$ cat src/rtl/txd_pkg.sv
package txd_pkg;
  localparam int WORD_W = 64;
  localparam int LEN_W  = 20;
  localparam int HDR_W  = 10;
  localparam int MSS_W  = 16;
  localparam int TOT_W  = 20;
  localparam int ATOT_W = 18;

  typedef enum logic [2:0] {
    K_LEGACY = 3'd0,
    K_CTX    = 3'd1,
    K_DATA   = 3'd2,
    K_ACTX   = 3'd3,
    K_ADATA  = 3'd4,
    K_RSVD   = 3'd5
  } txd_kind_e;

  typedef struct packed {
    txd_kind_e           kind;
    logic                is_ctx;
    logic                is_data;
    logic [LEN_W-1:0]    len;
    logic                seg_flag;
    logic                irq_delay;
    logic [MSS_W-1:0]    mss;
    logic [HDR_W-1:0]    hdr;
    logic [ATOT_W-1:0]   adv_total;
  } txd_fields_t;
endpackage

$ cat src/rtl/txd_classify.sv
module txd_classify
  import txd_pkg::*;
(
  input  logic [WORD_W-1:0] lo,
  input  logic [WORD_W-1:0] hi,
  output txd_fields_t       f
);
  logic      ext_fmt;
  logic [3:0] typ;

  always_comb begin
    ext_fmt = hi[29];
    typ     = hi[23:20];
    f       = '0;
    if (!ext_fmt) begin
      f.kind = K_LEGACY;
    end else begin
      case (typ)
        4'd0:    f.kind = K_CTX;
        4'd1:    f.kind = K_DATA;
        4'd2:    f.kind = K_ACTX;
        4'd3:    f.kind = K_ADATA;
        default: f.kind = K_RSVD;
      endcase
    end
    f.is_ctx  = (f.kind == K_CTX) || (f.kind == K_ACTX);
    f.is_data = (f.kind == K_DATA) || (f.kind == K_ADATA);
    f.len     = ext_fmt ? hi[19:0] : {4'b0, hi[15:0]};
    case (f.kind)
      K_CTX, K_DATA: f.seg_flag = hi[26];
      K_ADATA:       f.seg_flag = hi[31];
      default:       f.seg_flag = 1'b0;
    endcase
    f.irq_delay = hi[31] && ((f.kind == K_LEGACY) || (f.kind == K_DATA));
    f.mss       = hi[63:48];
    if (f.kind == K_ACTX)
      f.hdr = {2'b0, hi[47:40]} + {1'b0, lo[8:0]} + {3'b0, lo[15:9]};
    else
      f.hdr = {2'b0, hi[47:40]};
    f.adv_total = hi[63:46];
  end
endmodule

$ cat src/rtl/txd_seg_ctx.sv
module txd_seg_ctx
  import txd_pkg::*;
#(
  parameter int MAX_HDR = 256
)(
  input  logic              clk,
  input  logic              rst,
  input  logic              valid,
  input  txd_fields_t       f,
  input  logic              hdr_ack,
  input  logic              clear,
  output logic              active,
  output logic              start,
  output logic              hdr_loaded,
  output logic [HDR_W-1:0]  hdr_len,
  output logic [MSS_W-1:0]  mss,
  output logic [TOT_W-1:0]  total,
  output logic              fault
);
  logic             act_n, hl_n, arm, viol;
  logic [HDR_W-1:0] hdr_n;
  logic [MSS_W-1:0] mss_n;
  logic [TOT_W-1:0] tot_n;

  always_comb begin
    act_n = active && !clear;
    hl_n  = clear ? 1'b0 : (hdr_loaded || (hdr_ack && active));
    hdr_n = hdr_len;
    mss_n = mss;
    tot_n = total;
    arm   = 1'b0;
    viol  = 1'b0;
    if (valid) begin
      if (f.is_ctx) begin
        hdr_n = f.hdr;
        mss_n = f.mss;
        if (f.kind == K_CTX && f.seg_flag) begin
          arm   = 1'b1;
          tot_n = f.len;
        end
      end else if (f.kind == K_ADATA && f.seg_flag && !act_n) begin
        arm   = 1'b1;
        tot_n = {{(TOT_W-ATOT_W){1'b0}}, f.adv_total};
      end
      if (arm) begin
        act_n = 1'b1;
        hl_n  = 1'b0;
      end
      if (!f.is_ctx && act_n && !hl_n) begin
        viol = !f.is_data
            || (f.len < {{(LEN_W-HDR_W){1'b0}}, hdr_n})
            || (int'(hdr_n) > MAX_HDR);
      end
    end
  end

  always_ff @(posedge clk) begin
    if (rst) begin
      active     <= 1'b0;
      start      <= 1'b0;
      hdr_loaded <= 1'b0;
      hdr_len    <= '0;
      mss        <= '0;
      total      <= '0;
      fault      <= 1'b0;
    end else begin
      active     <= act_n;
      start      <= arm;
      hdr_loaded <= hl_n;
      hdr_len    <= hdr_n;
      mss        <= mss_n;
      total      <= tot_n;
      fault      <= fault || viol;
    end
  end
endmodule

$ cat src/rtl/txd_parser.sv
module txd_parser
  import txd_pkg::*;
#(
  parameter int MAX_HDR = 256
)(
  input  logic              clk,
  input  logic              rst,
  input  logic              desc_valid,
  input  logic [63:0]       desc_lo,
  input  logic [63:0]       desc_hi,
  input  logic              hdr_loaded_ack,
  input  logic              tso_clear,
  output logic              out_valid,
  output logic [2:0]        out_kind,
  output logic [19:0]       out_buf_len,
  output logic              out_irq_delay,
  output logic [63:0]       out_wb_hi,
  output logic              tso_active,
  output logic              tso_start,
  output logic              tso_hdr_loaded,
  output logic [9:0]        tso_hdr_len,
  output logic [15:0]       tso_mss,
  output logic [19:0]       tso_total_len,
  output logic              fault
);
  localparam logic [3:0] DONE_CODE = 4'd1;

  txd_fields_t fld;

  txd_classify u_cls (
    .lo (desc_lo),
    .hi (desc_hi),
    .f  (fld)
  );

  txd_seg_ctx #(.MAX_HDR(MAX_HDR)) u_ctx (
    .clk        (clk),
    .rst        (rst),
    .valid      (desc_valid),
    .f          (fld),
    .hdr_ack    (hdr_loaded_ack),
    .clear      (tso_clear),
    .active     (tso_active),
    .start      (tso_start),
    .hdr_loaded (tso_hdr_loaded),
    .hdr_len    (tso_hdr_len),
    .mss        (tso_mss),
    .total      (tso_total_len),
    .fault      (fault)
  );

  always_ff @(posedge clk) begin
    if (rst) begin
      out_valid     <= 1'b0;
      out_kind      <= K_LEGACY;
      out_buf_len   <= '0;
      out_irq_delay <= 1'b0;
      out_wb_hi     <= '0;
    end else begin
      out_valid <= desc_valid;
      if (desc_valid) begin
        out_kind      <= fld.kind;
        out_buf_len   <= fld.len;
        out_irq_delay <= fld.irq_delay;
        out_wb_hi     <= {desc_hi[63:36], DONE_CODE, desc_hi[31:0]};
      end
    end
  end
endmodule

$ cat config.mk
export PLATFORM = sky130hd
export DESIGN_NAME = txd_parser
export DESIGN_NICKNAME = d
export VERILOG_FILES = /design/src/rtl/txd_pkg.sv /design/src/rtl/txd_classify.sv /design/src/rtl/txd_seg_ctx.sv /design/src/rtl/txd_parser.sv
export SDC_FILE = /design/constraint.sdc
export NUM_CORES = 1
export LEC_CHECK = 0
export BUFFER_PORTS_ARGS = -buffer_cell sky130_fd_sc_hd__clkbuf_2
export CAP_MARGIN = 20
export CORE_MARGIN = 2
export CORE_UTILIZATION = 50
export DETAILED_ROUTE_END_ITERATION = 16
export PLACE_DENSITY = 0.87
export SKIP_CTS_REPAIR_TIMING = 1
export SLEW_MARGIN = 40
export SYNTH_ARGS = -nofsm -noshare
export SYNTH_HDL_FRONTEND = slang
export SYNTH_SLANG_ARGS = --single-unit
$ cat constraint.sdc
create_clock -name clk -period 11.3 [get_ports clk]
set_clock_uncertainty 0.15 [all_clocks]
set_input_delay 1.13 -clock clk [delete_from_list [all_inputs] [get_ports clk]]
set_output_delay 1.13 -clock clk [all_outputs]
set_load 0.005 [all_outputs]
**Word level (Yosys, flattened, before mapping)**

Cells that the tools add are included.

- Latch bits: 0
- Input bits: 133
- Memory bits (read-only): 0
- Memory bits (writable): 0
- Memories: 0
- Word-level logic and storage cells: 75
- Output and inout bits: 139
- Bits in registers: 136

- $add $sub $neg: 2
- Equality and inequality tests: 8
- Mux-type cells: 23
- Shift operators: 0
- $mul: 0
- $lt $le $gt $ge: 2
- Bitwise logic cells: 1
- Reductions and logical operators: 27
- Div/mod/pow operators: 0

Operators by type and width:

| operator | count |
|---|---|
| $mux 20 | 4 |
| $mux 10 | 3 |
| $lt 20x10->1 | 1 |
| $mux 1 | 13 |
| $pmux 3 s4 | 1 |
| $add 10x7->10 | 1 |
| $add 8x9->10 | 1 |
| $gt 10x9->1 const B | 1 |
| $eq 4x2->1 const B | 2 |
| $logic_and 1x1->1 | 8 |
| $logic_or 1x1->1 | 7 |
| $eq 3x2->1 const B | 2 |
| $logic_not 1->1 | 5 |
| $eq 4x1->1 const B | 1 |
| $logic_not 4->1 | 1 |
| $reduce_or 2->1 | 2 |
| $eq 3x1->1 const B | 1 |
| $eq 3x3->1 const B | 1 |
| $logic_not 3->1 | 1 |
| $mux 3 | 1 |
| $reduce_and 3->1 | 1 |
| $ne 2x2->1 const B | 1 |
| $pmux 1 s2 | 1 |
| $reduce_and 2->1 | 1 |
| 2 further kinds | 2 |

**Longest topological paths before layout**

Gate-level depths: netlist of run 1.

- Depth in word-level cells: 18
- Mapped depth: 18
- Gate-level depth less buffers: 18

**Modules after synthesis**

Synthesis of run 1 repeated with hierarchy kept, for this count alone.

- Cell total of the unflattened synthesis: 697
- Area, all modules: 6652.6 um2

By module, submodules not included:

| module | area each (um2) | sequential area each (um2) | cells each | times used |
|---|---|---|---|---|
| txd_parser | 3094.2 | 1721.7 | 281 | 1 |
| txd_seg_ctx | 2482.4 | 1001.0 | 276 | 1 |
| txd_classify | 1076.0 | 0.0 | 140 | 1 |

**Worst setup path before layout of run 1**

OpenSTA, ideal clock, no wires.

- Path type: input -> register
- Start: in desc_lo[1]
- End: reg u_ctx.fault
- Data required time: 11.091 ns
- Data arrival time: 4.871 ns
- Path slack: 6.220 ns
- Path buffers: 0
- Stages on the path: 18
- Setup time: 0.059 ns
- Cell sequence: inv_1 > fa_1 > inv_1 > ha_1 > fa_1 > a211o_1 > o211ai_1 > a21oi_1 > a2111oi_2 > a211oi_1 > ha_1 > a21oi_1 > o21ai_0 > a2111oi_0 > a21oi_1 > maj3_1 > nand2_1 > a221o_1

- Cells in the longest elaborated chain, start to end: 11
- Elaborated cells between the ends (all ways): 12
- Classes of those cells: add/sub: 2; order compare: 2; mux: 5; reduce/logical: 3

RTL lines:

| item | RTL line | text |
|---|---|---|
| from (decl) | txd_parser.sv:9 | `input logic [63:0] desc_lo,` |
| $add 8x9->10 (*) | txd_classify.sv:37 | `f.hdr = {2'b0, hi[47:40]} + {1'b0, lo[8:0]} + {3'b0, lo[15:9]};` |
| $add 10x7->10 (*) | txd_classify.sv:37 |  |
| $mux 10 (*) | txd_classify.sv:36 | `if (f.kind == K_ACTX)` |
| $mux 10 (*) | txd_seg_ctx.sv:34 | `if (f.is_ctx) begin` |
| $mux 10 (*) | txd_seg_ctx.sv:33 | `if (valid) begin` |
| $lt 20x10->1 | txd_seg_ctx.sv:51 | `\|\| (f.len < {{(LEN_W-HDR_W){1'b0}}, hdr_n})` |
| $logic_or 1x1->1 | txd_seg_ctx.sv:51 |  |
| $logic_or 1x1->1 (*) | txd_seg_ctx.sv:52 | `\|\| (int'(hdr_n) > MAX_HDR);` |
| $mux 1 (*) | txd_seg_ctx.sv:49 | `if (!f.is_ctx && act_n && !hl_n) begin` |
| $mux 1 (*) | txd_seg_ctx.sv:33 |  |
| $logic_or 1x1->1 (*) | txd_seg_ctx.sv:73 | `fault <= fault \|\| viol;` |
| to (signal assigned) | txd_seg_ctx.sv:73 |  |
| to (decl) | txd_seg_ctx.sv:18 | `output logic fault` |

Mark *: on every way between the ends. The rest lies on a longest branch, timed or not. The select of a mux whose other input is x is not followed.
A chain may end at the register's enable or synchronous reset.

**Worst setup path after layout of run 1**

Ends and elaborated chain as after synthesis.

==> flow_summary.toml, run 1 <==
[clocking]
cts_buffers = 17
cts_max_path_buffers = 2
clkSinkCount = 120
cts_max_level = 4
root_buffer = "clkbuf_8"
clk_latency_ns = 0.50
cts_tree = "yes"
clk_pin_slew_ns = 0.06

[drt]
drtPass1Iterations = 4
ant_nets = 0
routed_wl_mm = 15.1
vias_per_cell = 5.30
first_iter_violations = 336
drc = 0
wire_per_inst_um = 16.0
vias = 5017

[floorplan]
pin_count = 272
start_util_pct = 51.2
die_w_um = 109
die_area_um2 = 11900
die_y_um = 109
core_um2 = 10800
rows = 38

[setup_path]
end_kind = "flip-flop"
critical_path_class = "in2reg"
start_kind = "primary input"
cp_data_arrival_time_ns = 5.34
reg2reg_depth = 9
r2r_slack_ns = 8.78
cp_max_fo = 4
required_ns = 11.61

[timing]
finalHoldViolations = 0
rsz0062_at_grt = "false"
setup_slack_ns = 6.26
fin_crit_ns = 5.04
fmax_ghz = 0.198
max_slew_margin_pct = 48.8
drv_slew = 0
finalSetupTns_ns = 0
worstMarginPinSlew_ns = 0.768
post-route-period-util_pct = 44.6
setup_violations = 0

[layout]
fin_cells = 947
drive_gt1_share_pct = 32.3
postLayoutCellArea_um2 = 7110
nFillCells = 948
n_antenna_cell = 0
area_growth_pct = 28.2
nets = 952

[pwr]
power.density_nw_per_um2 = 156
power_w = 0.00111
vdd_drop_max_v = 0.000103
p_leak_nw = 3.35

[logic_synthesis]
synth_top_area_cell = "dfxtp_1"
synth_edf_count = 0
synthTopCellsByCount = "120 x dfxtp_1, 86 x nor2_1, 81 x mux2i_1, 74 x nand2_1, 39 x a21oi_1"
synthTopCellsByArea = "dfxtp_1 43%, mux2i_1 15%, nor2_1 5.8%"
ys_ff_latch = 120
synth-seq-area-share_pct = 43.3
ys_types = 56
syn_area_um2 = 5550
syn_avg_cell_area_um2 = 9.08
yosysMostFrequentCell = "dfxtp_1"
async_reset_ff_share_pct = 0
ys.flop_type = "dfxtp_1"
yosys_warnings = 0
synth.top_cell.area_share_pct = 43.3
netlist_instances = 611

[placement]
finalWeightedCongestion = 0.816
port_buffers = 216
hpwl_mm = 10.9
dp_slack_ns = 5.73
placed_area_um2 = 6550
placedCellCount = 915

[status]
outcome = "finished, final reports clean"

[grt]
grt_pass1_vias = 4686
grt_max_degree = 98
grt_antenna_before_repair = 0
overflow = 0
grt_pass1_wl_mm = 23.2
grt_usage_pct = 25.0

[worst_hold_path]
hp-class = "reg2reg"
holdPathStages = 2

[job]
maxCapViolations = 0
==> worst max-delay path: stages <==
cell and delay (ns):
clkbuf_2 0.08, inv_1 0.05, fa_1 0.54, inv_1 0.04, ha_1 0.23, fa_1 0.43
a211o_1 0.28, o211ai_1 0.19, a21oi_1 0.17, a2111oi_2 0.38, a211oi_1 0.13, ha_1 0.34
a21oi_1 0.14, o21ai_0 0.11, a2111oi_0 0.40, a21oi_1 0.15, maj3_1 0.36, nand2_1 0.08
a221o_1 0.12
==> worst paths after layout <==
kind,from,end
worst min-delay path,u_ctx.total[3]$_SDFFE_PP0P_,u_ctx.total[3]$_SDFFE_PP0P_
worst max-delay path,desc_lo[1],u_ctx.fault$_SDFF_PP0_
worst max register to register,u_ctx.hdr_len[7]$_SDFFE_PP0P_,u_ctx.fault$_SDFF_PP0_
worst min register to register,u_ctx.total[3]$_SDFFE_PP0P_,u_ctx.total[3]$_SDFFE_PP0P_
==> placed cells by master, fill, tap and decap left out, types with 2 or more instances in the layout <==
cell	count
clkinv_2	3
clkinv_4	3
mux2i_1	81
a211oi_1	6
nand4b_1	2
ha_1	17
clkbuf_2	214
nor2_1	86
inv_6	3
or2b_1	2
nor3_1	8
clkinvlp_4	3
a22o_1	2
o21ai_0	29
a21o_1	2
clkbuf_8	3
a22oi_1	6
clkbuf_16	16
a21oi_1	38
dfxtp_1	120
buf_4	5
a311oi_1	4
nand4_1	4
o211ai_1	4
nand3_1	7
fa_1	8
inv_1	12
a211o_1	3
nor3b_1	4
o31ai_1	2
conb_1	3
a2111oi_0	2
nand2_1	73
xnor2_1	2
==> logic make-up after synthesis <==
| group | count (synthesis) | share of synthesized area, % |
|---|---|---|
| compound gates | 108 | 12.2 |
| buf+inv | 70 | 6.59 |
| mux | 81 | 14.6 |
| simple gates | 202 | 15.9 |
| xor+xnor | 3 | 0.474 |
| other cells | 1 | 0.0676 |
| flops | 120 | 43.3 |
| fa+ha+maj | 26 | 6.90 |
==> state kept, by name (all words and copies together), names as in the netlist <==
name / cells
u_ctx.mss: 16
u_ctx.active: 1
u_ctx.hdr_loaded: 1
out_wb_hi: 45
out_kind: 3
out_buf_len: 20
u_ctx.total: 20
u_ctx.fault: 1
out_irq_delay: 1
u_ctx.hdr_len: 10
u_ctx.start: 1
out_valid: 1
==> metal layers <==
| metal | global-route usage [%] | vias to the layer above | routed length (µm) |
|---|---|---|---|
| met1 | 31.0 | 2320 | 6470 |
| met2 | 42.2 | 203 | 7370 |
| met5 | 1.79 | - | 0 |
| li1 | - | 2471 | - |
| met3 | 5.87 | 23 | 1010 |
| met4 | 9.31 | 0 | 268 |
==> metrics by stage <==
step | hold WS [ns] | util, %
5_1_grt | 0.323 | 65.6
3_5_place_dp | 0.291 | 60.4
2_1_floorplan | 0.299 | -
6_report | 0.303 | 65.6
3_3_place_gp | 0.284 | 60.3
4_1_cts | 0.306 | 65.6
==> power breakdown <==
| group | switching (W) | leakage [nW] | internal [W] |
|---|---|---|---|
| Sequential | 0.00000928 | 0.981 | 0.000440 |
| Combinational | 0.0000858 | 2.10 | 0.0000681 |
| Clock | 0.000202 | 0.271 | 0.000305 |
| Total | 0.000297 | 3.35 | 0.000812 |
==> area by class of cell <==
class                           instances  area [µm²]  share of cell area [%]
Multi-Input combinational cell        423        2810                    39.5
Clock buffer                           19         442                    6.21
Inverter                               12        45.0                   0.634
Sequential cell                       120        2400                    33.8
Timing Repair Buffer                  220        1120                    15.8
Tap cell                              140         175                    2.46
Clock inverter                         13         120                    1.69
Power figures use the tool's default switching activity.
==> inputs of run 2 (changes only) <==
- ABC_AREA: not set -> 1
- CORE_UTILIZATION: 50 -> 42
- PLACE_DENSITY: 0.87 -> 0.78
- clock period: 11.3 -> 4.1 ns (I/O delays scaled with it)
==> flow_summary.toml, run 2 <==
[drt]
ant_nets = 0
vias_per_cell = 5.03
first_iter_violations = 334
wire_per_inst_um = 15.0
vias = 5614
drc = 0
drtPass1Iterations = 5
routed_wl_mm = 16.7

[logic_synthesis]
synth_fa_ha_area_share_pct = 6.68
ys_types = 38
synthTopCellsByCount = "120 x dfxtp_1, 117 x nand2_1, 103 x o21ai_0, 84 x nor2_1, 68 x inv_1"
ys.flop_type = "dfxtp_1"
synth_compound_area_share_pct = 16.0
synth_top_area_cell = "dfxtp_1"
synthSimpleGateAreaFrac_pct = 23.0
synth_xor_area_share_pct = 0.157
syn_avg_cell_area_um2 = 7.49
synth-seq-area-share_pct = 43.0
async_reset_ff_share_pct = 0
synthTopCellsByArea = "dfxtp_1 43%, o21ai_0 9.2%, nand2_1 7.9%"
synth_edf_count = 0
synth.top_cell.area_share_pct = 43.0
synth_top_family_by_area = "simple AND/OR/NAND/NOR gates"
netlist_instances = 745
syn_area_um2 = 5580
ys_ff_latch = 120
yosys_warnings = 0
muxShareOfSynthArea_pct = 0.179
yosysMostFrequentCell = "dfxtp_1"

[clocking]
cts_max_path_buffers = 2
cts_buffers = 17
root_buffer = "clkbuf_16"
clk_latency_ns = 0.41
cts_tree = "yes"
clkSinkCount = 120
clk_pin_slew_ns = 0.06
cts_max_level = 4

[timing]
finalSetupTns_ns = 0
rsz0062_at_grt = "false"
fmax_ghz = 0.294
drv_slew = 0
post-route-period-util_pct = 83.0
worstMarginPinSlew_ns = 0.730
setup_violations = 0
max_slew_margin_pct = 51.4
finalHoldViolations = 0
fin_crit_ns = 3.40

[setup_path]
cp_top_family = "adder cells"
crit_slowest_cell = "fa_1"
critical_path_class = "in2reg"
end_kind = "flip-flop"
required_ns = 4.25
start_kind = "primary input"
cp_common_cell = "nand2_1"
max_stage_delay_ns = 0.52
cp_data_arrival_time_ns = 3.55
cp_max_fo = 3
critPathBufInv = 4
crit_chain = "clkbuf_2, inv_1, fa_1, inv_1, ha_1, fa_1, nand4_1, nand3_1, nand2_1, a21oi_1, o21ai_0, nand2_1, inv_1, ha_1, nor3b_1, nand3_1, nor2_1, nand2_1, nand2_1, nand3_1, nand2_1, a21oi_2"

[grt]
grt_usage_pct = 23.6
grt_pass1_wl_mm = 26.4
overflow = 0
grt_antenna_before_repair = 0
grt_pass1_vias = 5303
grt_max_degree = 68

[floorplan]
die_area_um2 = 14200
rows = 42
pin_count = 272
die_y_um = 119
die_w_um = 119
core_um2 = 13100
start_util_pct = 42.7

[layout]
fin_util_pct = 55.0
n_antenna_cell = 0
largest_reg_flops = 45
top_regs = "out_wb_hi: 45 flops, out_buf_len: 20 flops, u_ctx.total: 20 flops"
top_register = "out_wb_hi"
mostFrequentLayoutCells = "216 x clkbuf_2, 120 x dfxtp_1, 117 x nand2_1, 103 x o21ai_0, 84 x nor2_1"
nFillCells = 1264
area_growth_pct = 29.0
nets = 1085
postLayoutCellArea_um2 = 7200
mostFrequentLayoutCell = "clkbuf_2"
drive_gt1_share_pct = 29.7

[pwr]
vdd_drop_max_v = 0.000275
power.density_nw_per_um2 = 436
p_leak_nw = 3.59

[job]
maxCapViolations = 0

[worst_hold_path]
hp-class = "in2reg"

[status]
outcome = "finished, final reports clean"

[placement]
finalWeightedCongestion = 0.845
placed_area_um2 = 6600
port_buffers = 216
hpwl_mm = 12.1
run 2: changes by cell type in the layout (fill, tap and decap cells not counted), sizes merged, moves of 5 or more:
cell,before,now
mux2i,81,1
a211oi,7,1
o21ai,29,115
nand3,7,70
nor3,8,3
a22oi,6,1
inv,15,74
a21oi,39,46
nand2,74,120
run 2: worst min-delay path, stage by stage:
cell      delay (ns)
clkbuf_2        0.08
nor2_1          0.03
nor2_1          0.08
run 2: layout make-up:
class                           instances  area, µm²  area share [%]
Clock buffer                           19        453            6.29
Inverter                               71        267            3.70
Timing Repair Buffer                  223       1130            15.7
Tap cell                              176        220            3.06
Clock inverter                         13        144            2.00
Sequential cell                       120       2400            33.4
Multi-Input combinational cell        494       2580            35.8
run 2: cell families (layout without fill, tap and decap cells):
logic type,after synthesis,after routing
AND/OR/NAND/NOR,295,295
AO/OA/AOI/OAI,169,169
buffers and inverters,133,326
flip-flops,120,120
adder cells (fa/ha/maj),25,25
other,1,3
XOR/XNOR,1,1
multiplexers,1,1
run 2: path summary, 6_finish.rpt:
| path | from | to | slack [ns] | depth (start not counted) |
|---|---|---|---|---|
| setup / recovery | desc_lo[1] | u_ctx.fault$_SDFF_PP0_ | 0.70 | 22 |
| hold reg to reg | u_ctx.mss[3]$_SDFFE_PP0P_ | u_ctx.mss[3]$_SDFFE_PP0P_ | 0.31 | 2 |
| hold / removal | desc_hi[36] | out_wb_hi[36]$_SDFFE_PP0P_ | 0.07 | 3 |
| setup reg to reg | u_ctx.active$_SDFF_PP0_ | u_ctx.total[19]$_SDFFE_PP0P_ | 1.95 | 10 |
run 2: where the power goes:
part / leakage, nW / switching [W] / internal [W]
clock network: 0.282 / 0.000557 / 0.000931
registers: 0.983 / 0.0000291 / 0.00122
logic: 2.32 / 0.000246 / 0.000162
total: 3.59 / 0.000832 / 0.00231
run 2: stage by stage:
step / hold slack (ns) / worst slack [ns] / total power [W] / instances
floorplan: 0.306 / 0.782 / 0.00151 / 747
global placement: 0.297 / 0.304 / 0.00167 / 1084
detailed placement: 0.303 / 0.242 / 0.00167 / 1084
CTS: 0.0581 / 0.672 / 0.00316 / 1116
global route: 0.0877 / 0.440 / 0.00327 / 1116
finish: 0.0685 / 0.696 / 0.00314 / 1116
run 2: layer usage:
metal	share of wire, %	track usage, %	wire length [µm]
met1	44	31.1	7430
met2	46	38.2	7710
met3	7.9	6.08	1320
met4	1.4	6.85	237
met5	0	0	0
